**config.mk**
```make
export PLATFORM = sky130hd
export DESIGN_NAME = dual_dac_cmd_if
export DESIGN_NICKNAME = d
export VERILOG_FILES = /design/src/rtl/dual_dac_pkg.sv /design/src/rtl/dual_dac_sampler.sv /design/src/rtl/dual_dac_shifter.sv /design/src/rtl/dual_dac_regbank.sv /design/src/rtl/dual_dac_cmd_if.sv
export SDC_FILE = /design/constraint.sdc
export NUM_CORES = 1
export LEC_CHECK = 0
export ABC_AREA = 0
export BUFFER_PORTS_ARGS = -buffer_cell sky130_fd_sc_hd__buf_4
export CAP_MARGIN = 0
export CORE_MARGIN = 4
export CORE_UTILIZATION = 35
export DETAILED_ROUTE_END_ITERATION = 12
export GPL_ROUTABILITY_DRIVEN = 0
export SYNTH_ARGS = -nofsm -noshare
export SYNTH_HDL_FRONTEND = slang
export SYNTH_SLANG_ARGS = --single-unit
```
**constraint.sdc**
```tcl
create_clock -name clk -period 3.48 [get_ports clk]
set_input_delay 0.522 -clock clk [delete_from_list [all_inputs] [get_ports clk]]
set_output_delay 0.522 -clock clk [all_outputs]
set_load 0.005 [all_outputs]
```
**src/rtl/dual_dac_pkg.sv**
```systemverilog
package dual_dac_pkg;
  localparam int FRAME_W = 16;
  localparam int DATA_W  = 13;
  localparam int CNT_W   = $clog2(FRAME_W + 2);
  localparam int N_CH    = 2;

  localparam int PWR_SHDN_BIT = DATA_W - 1;
  localparam int PWR_GPO_BIT  = DATA_W - 2;
  localparam int PWR_WAKE_BIT = DATA_W - 3;
  localparam int EDGE_SEL_BIT = DATA_W - 1;

  typedef enum logic [1:0] {
    CMD_STAGE     = 2'b00,
    CMD_STAGE_UPD = 2'b01,
    CMD_UPDATE    = 2'b10,
    CMD_MODE      = 2'b11
  } cmd_e;

  typedef struct packed {
    logic              chan;
    cmd_e              cmd;
    logic [DATA_W-1:0] data;
  } frame_t;
endpackage

```
**src/rtl/dual_dac_sampler.sv**
```systemverilog
module dual_dac_sampler #(
  parameter int SYNC_STAGES = 2
) (
  input  logic clk,
  input  logic rst_n,
  input  logic sclk,
  input  logic cs_n,
  input  logic din,
  output logic sclk_rise,
  output logic sclk_fall,
  output logic cs_low,
  output logic cs_rise,
  output logic cs_fall,
  output logic din_s
);
  localparam logic [2:0] IDLE_VAL = 3'b010;

  logic [SYNC_STAGES-1:0][2:0] stg_q;
  logic [2:0] raw;
  logic [2:0] last_q;

  assign raw = {sclk, cs_n, din};

  for (genvar s = 0; s < SYNC_STAGES; s++) begin : g_stage
    if (s == 0) begin : g_first
      always_ff @(posedge clk or negedge rst_n) begin
        if (!rst_n) stg_q[s] <= IDLE_VAL;
        else        stg_q[s] <= raw;
      end
    end else begin : g_next
      always_ff @(posedge clk or negedge rst_n) begin
        if (!rst_n) stg_q[s] <= IDLE_VAL;
        else        stg_q[s] <= stg_q[s-1];
      end
    end
  end

  always_ff @(posedge clk or negedge rst_n) begin
    if (!rst_n) last_q <= IDLE_VAL;
    else        last_q <= stg_q[SYNC_STAGES-1];
  end

  always_comb begin
    sclk_rise = stg_q[SYNC_STAGES-1][2] & ~last_q[2];
    sclk_fall = ~stg_q[SYNC_STAGES-1][2] & last_q[2];
    cs_low    = ~stg_q[SYNC_STAGES-1][1];
    cs_rise   = stg_q[SYNC_STAGES-1][1] & ~last_q[1];
    cs_fall   = ~stg_q[SYNC_STAGES-1][1] & last_q[1];
    din_s     = stg_q[SYNC_STAGES-1][0];
  end
endmodule

```
**src/rtl/dual_dac_shifter.sv**
```systemverilog
module dual_dac_shifter
  import dual_dac_pkg::*;
(
  input  logic               clk,
  input  logic               rst_n,
  input  logic               sclk_rise,
  input  logic               sclk_fall,
  input  logic               cs_low,
  input  logic               cs_fall,
  input  logic               din_s,
  input  logic               edge_rise,
  output logic [FRAME_W-1:0] shreg_o,
  output logic [CNT_W-1:0]   cnt_o,
  output logic               dout_o
);
  localparam logic [CNT_W-1:0] CNT_SAT = CNT_W'(FRAME_W + 1);

  logic [FRAME_W-1:0] sr_q, sr_d;
  logic [CNT_W-1:0]   cnt_q, cnt_d;
  logic               echo_q, echo_d;
  logic               dout_q, dout_d;

  always_comb begin
    sr_d   = sr_q;
    cnt_d  = cnt_q;
    echo_d = echo_q;
    dout_d = dout_q;
    if (cs_fall) cnt_d = '0;
    if (sclk_rise && cs_low) begin
      sr_d   = {sr_q[FRAME_W-2:0], din_s};
      echo_d = sr_q[FRAME_W-1];
      if (cnt_q != CNT_SAT) cnt_d = cnt_q + CNT_W'(1);
      if (edge_rise) dout_d = sr_q[FRAME_W-1];
    end
    if (sclk_fall && cs_low && !edge_rise) dout_d = echo_q;
  end

  always_ff @(posedge clk or negedge rst_n) begin
    if (!rst_n) begin
      sr_q   <= '0;
      cnt_q  <= '0;
      echo_q <= 1'b0;
      dout_q <= 1'b0;
    end else begin
      sr_q   <= sr_d;
      cnt_q  <= cnt_d;
      echo_q <= echo_d;
      dout_q <= dout_d;
    end
  end

  assign shreg_o = sr_q;
  assign cnt_o   = cnt_q;
  assign dout_o  = dout_q;
endmodule

```
**src/rtl/dual_dac_regbank.sv**
```systemverilog
module dual_dac_regbank
  import dual_dac_pkg::*;
(
  input  logic                        clk,
  input  logic                        rst_n,
  input  logic                        commit_i,
  input  frame_t                      frame_i,
  output logic [N_CH-1:0][DATA_W-1:0] code_o,
  output logic                        shdn_o,
  output logic                        gpo_o,
  output logic                        edge_rise_o
);
  logic [N_CH-1:0][DATA_W-1:0] stage_q, stage_d;
  logic [N_CH-1:0][DATA_W-1:0] live_q, live_d;
  logic shdn_q, shdn_d, wake_q, wake_d, gpo_q, gpo_d, erise_q, erise_d;

  always_comb begin
    stage_d = stage_q;
    live_d  = live_q;
    shdn_d  = shdn_q;
    wake_d  = wake_q;
    gpo_d   = gpo_q;
    erise_d = erise_q;
    if (commit_i) begin
      case (frame_i.cmd)
        CMD_STAGE: stage_d[frame_i.chan] = frame_i.data;
        CMD_STAGE_UPD: begin
          stage_d[frame_i.chan] = frame_i.data;
          live_d = stage_d;
        end
        CMD_UPDATE: live_d = stage_q;
        CMD_MODE: begin
          if (!frame_i.chan) begin
            shdn_d = frame_i.data[PWR_SHDN_BIT];
            gpo_d  = frame_i.data[PWR_GPO_BIT];
            if (frame_i.data[PWR_SHDN_BIT]) wake_d = frame_i.data[PWR_WAKE_BIT];
            if (shdn_q && !frame_i.data[PWR_SHDN_BIT] && wake_q) live_d = stage_q;
          end else begin
            erise_d = frame_i.data[EDGE_SEL_BIT];
          end
        end
        default: ;
      endcase
    end
  end

  always_ff @(posedge clk or negedge rst_n) begin
    if (!rst_n) begin
      stage_q <= '0;
      live_q  <= '0;
      shdn_q  <= 1'b0;
      wake_q  <= 1'b0;
      gpo_q   <= 1'b0;
      erise_q <= 1'b0;
    end else begin
      stage_q <= stage_d;
      live_q  <= live_d;
      shdn_q  <= shdn_d;
      wake_q  <= wake_d;
      gpo_q   <= gpo_d;
      erise_q <= erise_d;
    end
  end

  for (genvar ch = 0; ch < N_CH; ch++) begin : g_mask
    assign code_o[ch] = shdn_q ? '0 : live_q[ch];
  end

  assign shdn_o      = shdn_q;
  assign gpo_o       = gpo_q;
  assign edge_rise_o = erise_q;
endmodule

```
**src/rtl/dual_dac_cmd_if.sv**
```systemverilog
module dual_dac_cmd_if
  import dual_dac_pkg::*;
#(
  parameter int SYNC_STAGES = 2
) (
  input  logic              clk,
  input  logic              rst_n,
  input  logic              sclk,
  input  logic              cs_n,
  input  logic              din,
  output logic              dout,
  output logic              gpo_o,
  output logic              shutdown_o,
  output logic [DATA_W-1:0] dac_a_o,
  output logic [DATA_W-1:0] dac_b_o
);
  logic [1:0] rst_sync_q;
  logic       rst_n_s;

  always_ff @(posedge clk or negedge rst_n) begin
    if (!rst_n) rst_sync_q <= '0;
    else        rst_sync_q <= {rst_sync_q[0], 1'b1};
  end
  assign rst_n_s = rst_sync_q[1];

  logic sclk_rise_w, sclk_fall_w, cs_low_w, cs_rise_w, cs_fall_w, din_w;
  logic [FRAME_W-1:0] shreg_w;
  logic [CNT_W-1:0]   bit_cnt_w;
  logic               edge_rise_w;
  logic               commit_w;
  logic [N_CH-1:0][DATA_W-1:0] codes_w;

  dual_dac_sampler #(.SYNC_STAGES(SYNC_STAGES)) u_sampler (
    .clk(clk), .rst_n(rst_n_s), .sclk(sclk), .cs_n(cs_n), .din(din),
    .sclk_rise(sclk_rise_w), .sclk_fall(sclk_fall_w), .cs_low(cs_low_w),
    .cs_rise(cs_rise_w), .cs_fall(cs_fall_w), .din_s(din_w)
  );

  dual_dac_shifter u_shifter (
    .clk(clk), .rst_n(rst_n_s), .sclk_rise(sclk_rise_w), .sclk_fall(sclk_fall_w),
    .cs_low(cs_low_w), .cs_fall(cs_fall_w), .din_s(din_w), .edge_rise(edge_rise_w),
    .shreg_o(shreg_w), .cnt_o(bit_cnt_w), .dout_o(dout)
  );

  assign commit_w = cs_rise_w && (bit_cnt_w == CNT_W'(FRAME_W));

  dual_dac_regbank u_regbank (
    .clk(clk), .rst_n(rst_n_s), .commit_i(commit_w), .frame_i(frame_t'(shreg_w)),
    .code_o(codes_w), .shdn_o(shutdown_o), .gpo_o(gpo_o), .edge_rise_o(edge_rise_w)
  );

  assign dac_a_o = codes_w[0];
  assign dac_b_o = codes_w[1];
endmodule

```
==> PnR_summary.wiki <==
{| class="wikitable"
! Metric !! Value
|-
| Result of the run || finished, final reports clean
|-
| Die X || ~110 um
|-
| H-tree lvl count || 3
|-
| Crit path launch type || flop
|-
| TritonCTS clock tree || yes
|-
| Static leakage || 2.34 nW
|-
| Max-slew headroom || 34.7%
|-
| Number of global-route vias before repair || approximately 2500
|-
| Clk sink count || 89
|-
| PortBufs || 33
|-
| Area share of the largest cell type after synthesis || a little over half
|-
| Maximum single-stage delay on the critical path || roughly 0.45 ns
|-
| Overall Power || 2.28 mW
|-
| Flip-flop and latch count after synthesis || 89
|-
| Wirelength, routed || between 7000 and 8000 um
|-
| Starting density of the core || 36.4%
|-
| Worst IR drop on VDD || ~0.21 mV
|-
| Total congestion overflow after global routing || 0
|-
| Clock tree skew after final layout || 0.00995 ns
|-
| Critical-path cell list || inv_1 -> ha_1 -> nand4bb_4 -> nor4_4 -> buf_4 -> mux2_2
|-
| Hold Fails Final Rpt || 0
|-
| Y dimension of the die || approximately 110 um
|-
| Detail Placement HPWL || 4520 um
|-
| Clock latency of the later-clocked register in the worst-skew pair || between 0.3 and 0.4 ns
|-
| Number of inserted diodes || 0
|-
| Top cells by area in the synthesized netlist || sky130_fd_sc_hd__dfrtp_1, sky130_fd_sc_hd__mux2_2, sky130_fd_sc_hd__mux2_4, sky130_fd_sc_hd__nand2_1, sky130_fd_sc_hd__nor2b_1
|-
| # DRC || 0
|-
| Most common flop cell mapped by yosys || sky130_fd_sc_hd__dfrtp_1
|-
| GRT met3 Usage || 2.84%
|-
| GRT busiest layer || met2
|-
| Highest achievable clock rate || 0.482 GHz
|-
| Category of the worst setup path capture point || flop
|-
| Setup Buffers After CTS || 0
|-
| Final setup margin || 1.40 ns
|-
| Setup total negative slack || 0 ns
|-
| Fraction of layout instances using a drive strength above 1 || 42.2%
|-
| Total number of vias || around 2300
|-
| Clk root buf || sky130_fd_sc_hd__clkbuf_16
|-
| Synth Area per Inst || between 10 and 15 um^2
|-
| Number of antenna violations at the first check in global routing || 0
|-
| Placed Cells incl. Taps || between 400 and 500
|-
| Met2 track utilization from global routing || 19.9%
|-
| Standard cell area after detailed placement || 4380 um^2
|-
| Global-route wire length before repair || around 13000 um
|-
| Number of gates resized after cts || 0
|-
| RSZ-0062 raised after global routing || false
|-
| Synth Cell Area || between 3000 and 4000 um^2
|-
| Number of I/O pins || 34
|-
| Instance count of the mapped netlist || between 300 and 400
|-
| Synthesized Nets || about 310
|-
| Most frequent cell after synthesis || sky130_fd_sc_hd__dfrtp_1
|-
| Number of fillers in the final layout || just over 1000
|-
| Count of cell types in the netlist || 30
|-
| Worst slack after detailed placement || 1.38 ns
|-
| Sequential fraction of the synthesis area || a little under three fifths
|-
| Fin nets || between 300 and 400
|-
| Reg2Reg Depth || 6
|-
| Post-route clock period utilization || 59.7%
|-
| List of most frequent post-synthesis cells || sky130_fd_sc_hd__dfrtp_1, sky130_fd_sc_hd__mux2_2, sky130_fd_sc_hd__nand2_1
|-
| Worst Hold Slack || 0.297 ns
|-
| Synth-to-layout area growth || 17.5%
|-
| CP max stage cell || sky130_fd_sc_hd__buf_4
|-
| Cts bufs inserted || 9
|-
| Antenna Violating Nets Remaining || 0
|-
| Die area || 13200 um^2
|-
| Core Box Area || 11000 um^2
|-
| Post-route design area || 4690 um^2
|-
| CP Class || reg2reg
|-
| Required time at the endpoint of the critical path || 3.70 ns
|-
| Clock buffer depth || 2
|-
| Maximum fanout along the worst path || 26
|-
| Site row count || 38
|-
| Post-layout minimum cycle time || 2.08 ns
|-
| Post-Route Utilization || between 40 and 50%
|-
| Met1 routing resource usage after global routing || 15.8%
|-
| Pwr dens || 486 nW/um^2
|-
| Fraction of synthesis flops using an asynchronous set or reset pin || 100%
|-
| Max Slew Vio Count || 0
|-
| Number of warnings printed during yosys synthesis || 0
|-
| Data arrival time of the critical path || 2.29 ns
|-
| First-pass iteration count of the detailed router || 4
|-
| Clock input transition at the sequential cells of the worst setup and hold paths || 0.06 ns
|-
| Max-cap check violation count || 0
|-
| Number of violations reported at the end of detailed-routing iteration 0 || 102
|-
| Final setup vio count || 0
|-
| Non-filler cells, final || 486
|-
| Library cell occupying the most area in the post-synthesis netlist || sky130_fd_sc_hd__dfrtp_1
|-
| Maximum number of pins on one net before global-route repair || 78
|-
| Vias per std cell || 4.80
|-
| Combined global-route utilization of all metal layers || 12.2%
|-
| Hold/Removal Path Class || in2reg
|-
| Routed length per instance || 15.0 um
|-
| Number of enable flip-flop cells after synthesis || 0
|-
| Hold path depth || 1
|-
| Slew at the pin closest to its max-slew limit || 0.980 ns
|}
-- metal layers --
metal  part of all wire (%)  wire length (um)
met4                    1.7               126
met5                      0                 0
met3                    3.0               223
met2                     48              3520
met1                     47              3440
-- registers in the layout (all words and copies together) (netlist names) --
register,flops
rst_sync_q,2
u_sampler.stg_q,5
u_regbank.shdn_o,1
u_regbank.stage_q,26
u_regbank.wake_q,1
u_regbank.edge_rise_o,1
u_shifter.cnt_o,5
u_shifter.echo_q,1
u_regbank.live_q,26
u_sampler.din_s,1
u_sampler.last_q,2
u_shifter.shreg_o,16
u_shifter.dout_o,1
u_regbank.gpo_o,1
-- final timing paths --
| path | start | end | slack (ns) |
|---|---|---|---|
| setup / recovery | u_shifter.cnt_o[0] | u_regbank.live_q[3] | 1.40 |
| hold / removal | sclk | u_sampler.stg_q[2] | 0.30 |
| setup reg to reg | u_shifter.cnt_o[0] | u_regbank.live_q[3] | 1.40 |
| hold reg to reg | u_sampler.stg_q[2] | u_sampler.stg_q[5] | 0.35 |
| max in group asynchronous | rst_sync_q[1] | u_shifter.shreg_o[2] | 2.24 |
| min in group asynchronous | rst_sync_q[1] | u_sampler.last_q[2] | 0.50 |
-- critical path, delay by kind of cell (launching register included) --
kind                       cells  cell delay, ns
buffers and inverters          2            0.53
DFF                            1            0.44
and+or+nand+nor                2            0.39
muxes                          1            0.39
adders and majority gates      1            0.19
-- layout make-up --
cell class                      instances  area (um^2)  area share (%)
Clock inverter                          6         73.8            1.57
Sequential cell                        89         2230            47.6
Clock buffer                           10          229            4.88
Tap cell                              140          175            3.73
Timing Repair Buffer                   40          303            6.45
Inverter                                4         15.0           0.320
Multi-Input combinational cell        197         1660            35.4
-- cell usage in the layout (no fill, tap or decap), types with 2 or more instances in the layout --
cell type,n
sky130_fd_sc_hd__inv_6,2
sky130_fd_sc_hd__ha_1,3
sky130_fd_sc_hd__nand4_1,2
sky130_fd_sc_hd__nand2_1,46
sky130_fd_sc_hd__mux2_2,65
sky130_fd_sc_hd__o211ai_1,2
sky130_fd_sc_hd__nor2_1,4
sky130_fd_sc_hd__nand2b_1,5
sky130_fd_sc_hd__nor2b_1,27
sky130_fd_sc_hd__mux2_4,20
sky130_fd_sc_hd__buf_4,39
sky130_fd_sc_hd__inv_1,4
sky130_fd_sc_hd__dfrtp_1,85
sky130_fd_sc_hd__nand3_1,6
sky130_fd_sc_hd__clkbuf_16,9
sky130_fd_sc_hd__clkinv_4,3
sky130_fd_sc_hd__o21ai_0,6
sky130_fd_sc_hd__dfstp_2,3
-- kinds of logic (layout without fill, tap and decap cells) --
group | Yosys count | after routing | synth area share (%)
buffers and inverters | 18 | 60 | 2.63
flip-flops | 89 | 89 | 55.8
AO/OA/AOI/OAI | 11 | 11 | 1.63
other | 1 | 1 | 0.0939
XOR/XNOR | 1 | 1 | 0.219
AND/OR/NAND/NOR | 95 | 95 | 12.6
multiplexers | 86 | 86 | 26.1
adder cells (fa/ha/maj) | 3 | 3 | 0.940
-- where the power goes --
| group | leakage (nW) | internal, mW | switching [mW] |
|---|---|---|---|
| clock network | 0.148 | 0.566 | 0.410 |
| registers | 1.20 | 1.09 | 0.0924 |
| logic | 0.991 | 0.0825 | 0.0408 |
-- timing repair --
action	in CTS	in global routing
endpoints found under the hold margin	2	0
hold buffers	1	0
endpoints found under the setup margin	0	0
(Power assumes the default switching activity.)
